===== src/rtl/ecc_dual_gen.sv =====
module ecc_dual_gen #(
  parameter int HALF_BYTES = 256
) (
  input  logic        clk,
  input  logic        rst_n,
  input  logic        mode_we,
  input  logic [7:0]  mode_val,
  input  logic        xfer_en,
  input  logic [15:0] xfer_word,
  input  logic        rd_en,
  output logic [15:0] rd_word
);
  localparam int AW  = $clog2(HALF_BYTES);
  localparam int LPW = 2 * AW;
  localparam logic [7:0] OP_CLR = 8'hF4;
  localparam logic [7:0] OP_RUN = 8'hB4;
  localparam logic [7:0] OP_OUT = 8'hD4;

  logic                      running, reading, full;
  logic [1:0]                idx;
  logic [AW-1:0]             wcnt;
  logic [1:0][LPW-1:0]       lp;
  logic [1:0][5:0]           cp;
  logic [LPW-1:0]            lp_add;
  logic [5:0]                cp_add;
  logic                      hsel;

  assign hsel = wcnt[AW-1];

  always_comb begin
    logic [7:0]    x;
    logic [AW-1:0] a;
    lp_add = '0;
    for (int b = 0; b < 2; b++) begin
      a = {wcnt[AW-2:0], 1'(b)};
      for (int i = 0; i < AW; i++) begin
        if (a[i]) lp_add[2*i+1] = lp_add[2*i+1] ^ (^xfer_word[8*b +: 8]);
        else      lp_add[2*i]   = lp_add[2*i]   ^ (^xfer_word[8*b +: 8]);
      end
    end
    x = xfer_word[7:0] ^ xfer_word[15:8];
    cp_add[0] = ^(x & 8'h55);
    cp_add[1] = ^(x & 8'hAA);
    cp_add[2] = ^(x & 8'h33);
    cp_add[3] = ^(x & 8'hCC);
    cp_add[4] = ^(x & 8'h0F);
    cp_add[5] = ^(x & 8'hF0);
  end

  always_ff @(posedge clk) begin
    if (!rst_n) begin
      running <= 1'b0;
      reading <= 1'b0;
      full    <= 1'b0;
      idx     <= '0;
      wcnt    <= '0;
      lp      <= '0;
      cp      <= '0;
    end else if (mode_we) begin
      running <= (mode_val == OP_RUN);
      reading <= (mode_val == OP_OUT);
      idx     <= '0;
      if (mode_val == OP_CLR) begin
        full <= 1'b0;
        wcnt <= '0;
        lp   <= '0;
        cp   <= '0;
      end
    end else if (xfer_en && running && !full) begin
      lp[hsel] <= lp[hsel] ^ lp_add;
      cp[hsel] <= cp[hsel] ^ cp_add;
      wcnt     <= wcnt + 1'b1;
      full     <= (wcnt == {AW{1'b1}});
    end else if (rd_en && reading) begin
      idx <= (idx == 2'd2) ? 2'd0 : idx + 2'd1;
    end
  end

  logic [15:0] l0, l1;
  logic [7:0]  c0, c1;
  assign l0 = 16'(~lp[0]);
  assign l1 = 16'(~lp[1]);
  assign c0 = {~cp[0], 2'b11};
  assign c1 = {~cp[1], 2'b11};

  always_comb begin
    rd_word = '0;
    if (reading) begin
      case (idx)
        2'd0:    rd_word = {l0[7:0], l0[15:8]};
        2'd1:    rd_word = {l1[7:0], c0};
        2'd2:    rd_word = {c1, l1[15:8]};
        default: rd_word = '0;
      endcase
    end
  end
endmodule


===== config.mk =====
export PLATFORM = sky130hd
export DESIGN_NAME = ecc_dual_gen
export DESIGN_NICKNAME = d
export VERILOG_FILES = /design/src/rtl/ecc_dual_gen.sv
export SDC_FILE = /design/constraint.sdc
export NUM_CORES = 1
export LEC_CHECK = 0
export BUFFER_PORTS_ARGS = -buffer_cell sky130_fd_sc_hd__clkbuf_2
export CORE_MARGIN = 8
export CORE_UTILIZATION = 55
export DETAILED_ROUTE_END_ITERATION = 8
export GPL_ROUTABILITY_DRIVEN = 0
export PLACE_DENSITY = 0.77
export SYNTH_ARGS = -nofsm -noshare
export SYNTH_HDL_FRONTEND = slang
export SYNTH_SLANG_ARGS = --single-unit

===== constraint.sdc =====
create_clock -name clk -period 2.6 [get_ports clk]
set_clock_uncertainty 0.15 [all_clocks]
set_input_delay 0.26 -clock clk [delete_from_list [all_inputs] [get_ports clk]]
set_output_delay 0.26 -clock clk [all_outputs]
set_load 0.05 [all_outputs]

==> results.md <==
- Arrival @ worst endpoint: 1.96 ns
- Initial antenna violation count: 0
- Largest net degree at the start of global routing: 22
- Total CTS buffers: 9
- Port bufs: 44
- Ys flop type: dfxtp_1
- WL/cell: between 15 and 20 µm
- Least-Margin Pin Slew: 0.597 ns
- Fin crit share: between 90% and 100%
- Post-route ant nets: 0
- Crit path max fanout: 16
- Setup_tns: 0 ns
- Via density: 5.61
- Fillers: 498
- Peak supply drop: 405 µV
- Share of layout cells above drive strength 1: 19.9%
- Clk buf depth: 2
- Seq/Total Area, Yosys: 34.8%
- Synth Area in Adders: 0.382%
- Chip height: 93.2 µm
- CP Buf/Inv Count: 2
- Pins Over Slew Limit: 0
- Tot GR Track Use: 19.3%
- Clock latency on the worst-skew pair: about 0.34 ns
- Root Driver: clkbuf_8
- DRT Pass-1 Iters: 4
- Vias in the first global route: approximately 3k
- CP Capture Type: primary output
- Row cnt: 28
- Pwr per Cell Area: 564 nW/µm²
- Status: finished clean
- Number of synthesized flops with an enable pin: 0
- Final Setup Violations: 0
- Post-synth ARST share: 0%
- Crit-path slowest cell: dfxtp_1
- Post-layout util: 65.0%
- Footprint of the multi-input gates: around 2000 µm²
- XOR/XNOR Fraction of Synth Area: 14.7%
- Detailed Route Iter0 Violations: between 150 and 200
- FF+latch count, synth: 57
- GR Overflow Total: 0
- Total Wirelength: 8040 µm
- Delay-heaviest family, CP: buffers and inverters
- Via count: 2935
- Drt drc: 0
- Die span in x: 93.2 µm
- Post-layout nets: 473
- MaxCap Viol Count: 0
- Crit path launch type: flop
- Diode count: 0
- Mapped cell area: ~3300 µm²
- Synth warnings: 0
- WP data required: 2.19 ns
- Post-DP Area: 3610 µm²
- Commonest non-fill, non-tap cell in the layout: dfxtp_1
- Fmax achieved: roughly 420 MHz
- Post-CTS setup buffer count: 0
- Tmin final: 2.37 ns
- CP max stage delay: approximately 0.4 ns
- DP Wirelength: between 5000 and 6000 µm
- Post-synthesis mux area share: around a tenth
- CTS tree: yes
- H-tree levels: 3
- Unique cell type count in the Yosys netlist: 35
- Crit-path cells: buf_4, mux2_2, o22ai_1, and2_1, clkbuf_2
- Post-synth top area share: roughly a third
- Storage element area: 1140 µm²
- Syn-to-layout area delta: 16.0%
- Synth Area in Compound Gates: 16.1%
- Hold Buf Count CTS: 0
- Initial Utilization: a little under three fifths
- Syn_nets: 427
- First-pass GRT wire length: approximately 13000 µm
- Gate Count Post-Synth: just under 400
- Final Hold Vio Count: 0
- Commonest non-fill, non-tap cells in the layout: dfxtp_1, nand2_1, xnor2_1, clkbuf_2, o21ai_0
- CTS resizes: 0
- Rel. slew slack: around 60%
- Final Cell Area: about 3800 µm²
- Pleak: 1.30 nW
- IO Count: 45
- Syn avg cell area: 8.26 µm²
- Critical path class: flop to primary output
- Sink Count: 57
- Synth area leaders: dfxtp_1, xnor2_1, nand2_1
- Hold WC Path Type: input pin to flop
- Die Area: 8690 µm²
- RSZ-0062 raised after global routing: no
- Core Area: 5850 µm²
- Largest family of logic cells by synthesized area: simple AND/OR/NAND/NOR gates
- Cell taking the most area after synthesis: dfxtp_1
- Worst-path clk slew: 0.07 ns
- Simple-Gate Fraction of Synth Area: approximately a fifth
worst reg2reg max path, stage by stage (launching register included):
cell	delay, ns
dfxtp_1	0.32
nand3b_1	0.19
nor2_1	0.31
a31o_2	0.25
nand4_1	0.17
or4_1	0.54
o21ai_0	0.12
cells by family after synthesis:
family	count (synthesis)
and+or+nand+nor	134
xor gates and xnor gates	54
AOI/OAI and AO/OA	95
buffers and inverters	25
muxes	31
adders and majority gates	1
DFF	57
power breakdown:
group / switching, W / leakage (nW) / internal (W) / total [W]
registers: 0.000000527 / 0.459 / 0.000873 / 0.000874
logic: 0.000263 / 0.744 / 0.000182 / 0.000445
clock network: 0.000364 / 0.102 / 0.000461 / 0.000825
sequential cells by signal, summed over array words and instances, names as in the netlist:
name,count
cp,12
full,1
idx,2
lp,32
reading,1
running,1
wcnt,8
cell type report:
class / instances / share of cell area, %
Multi-Input combinational cell: 315 / 53.9
Sequential cell: 57 / 30.0
Timing Repair Buffer: 56 / 8.16
Clock buffer: 10 / 3.62
Tap cell: 75 / 2.47
Clock inverter: 6 / 1.51
Inverter: 4 / 0.395
cell usage after synthesis, drive strengths merged, types with 6 or more instances:
cell,n
a21boi,8
a21oi,23
and2,14
clkbuf,20
dfxtp,57
mux2,13
mux2i,18
nand2,51
nand2b,9
nand3b,7
nor2,16
nor2b,7
o21ai,44
o22ai,15
or4,6
xnor2,45
xor2,9
final timing paths:
kind,start,to,slack [ns],depth (start not counted)
hold / removal,mode_val[6],reading$_SDFFE_PN0P_,0.10,3
hold reg to reg,lp[23]$_SDFFE_PN0P_,lp[23]$_SDFFE_PN0P_,0.31,2
setup reg to reg,full$_SDFFE_PN0P_,full$_SDFFE_PN0P_,0.46,6
setup / recovery,idx[0]$_SDFFE_PP0P_,rd_word[6],0.23,5
per-layer routing:
layer  vias up  global-route usage [%]  part of all wire [%]
met1      1354                    22.7                    44
li1       1484                       -                     -
met4         0                    7.25                   1.6
met3        14                    5.45                   6.4
met5         -                       0                     0
met2        83                    32.6                    48
stage by stage:
step / setup slack [ns] / std cells / total power [W] / hold WS, ns
floorplan: 0.553 / 397 / 0.00122 / 0.280
CTS: 0.218 / 523 / 0.00216 / 0.0882
global route: 0.106 / 523 / 0.00223 / 0.107
global placement: 0.326 / 507 / 0.00133 / 0.297
finish: 0.227 / 523 / 0.00214 / 0.102
detailed placement: 0.220 / 507 / 0.00134 / 0.305
No activity file was read; power rests on OpenSTA's default activity.
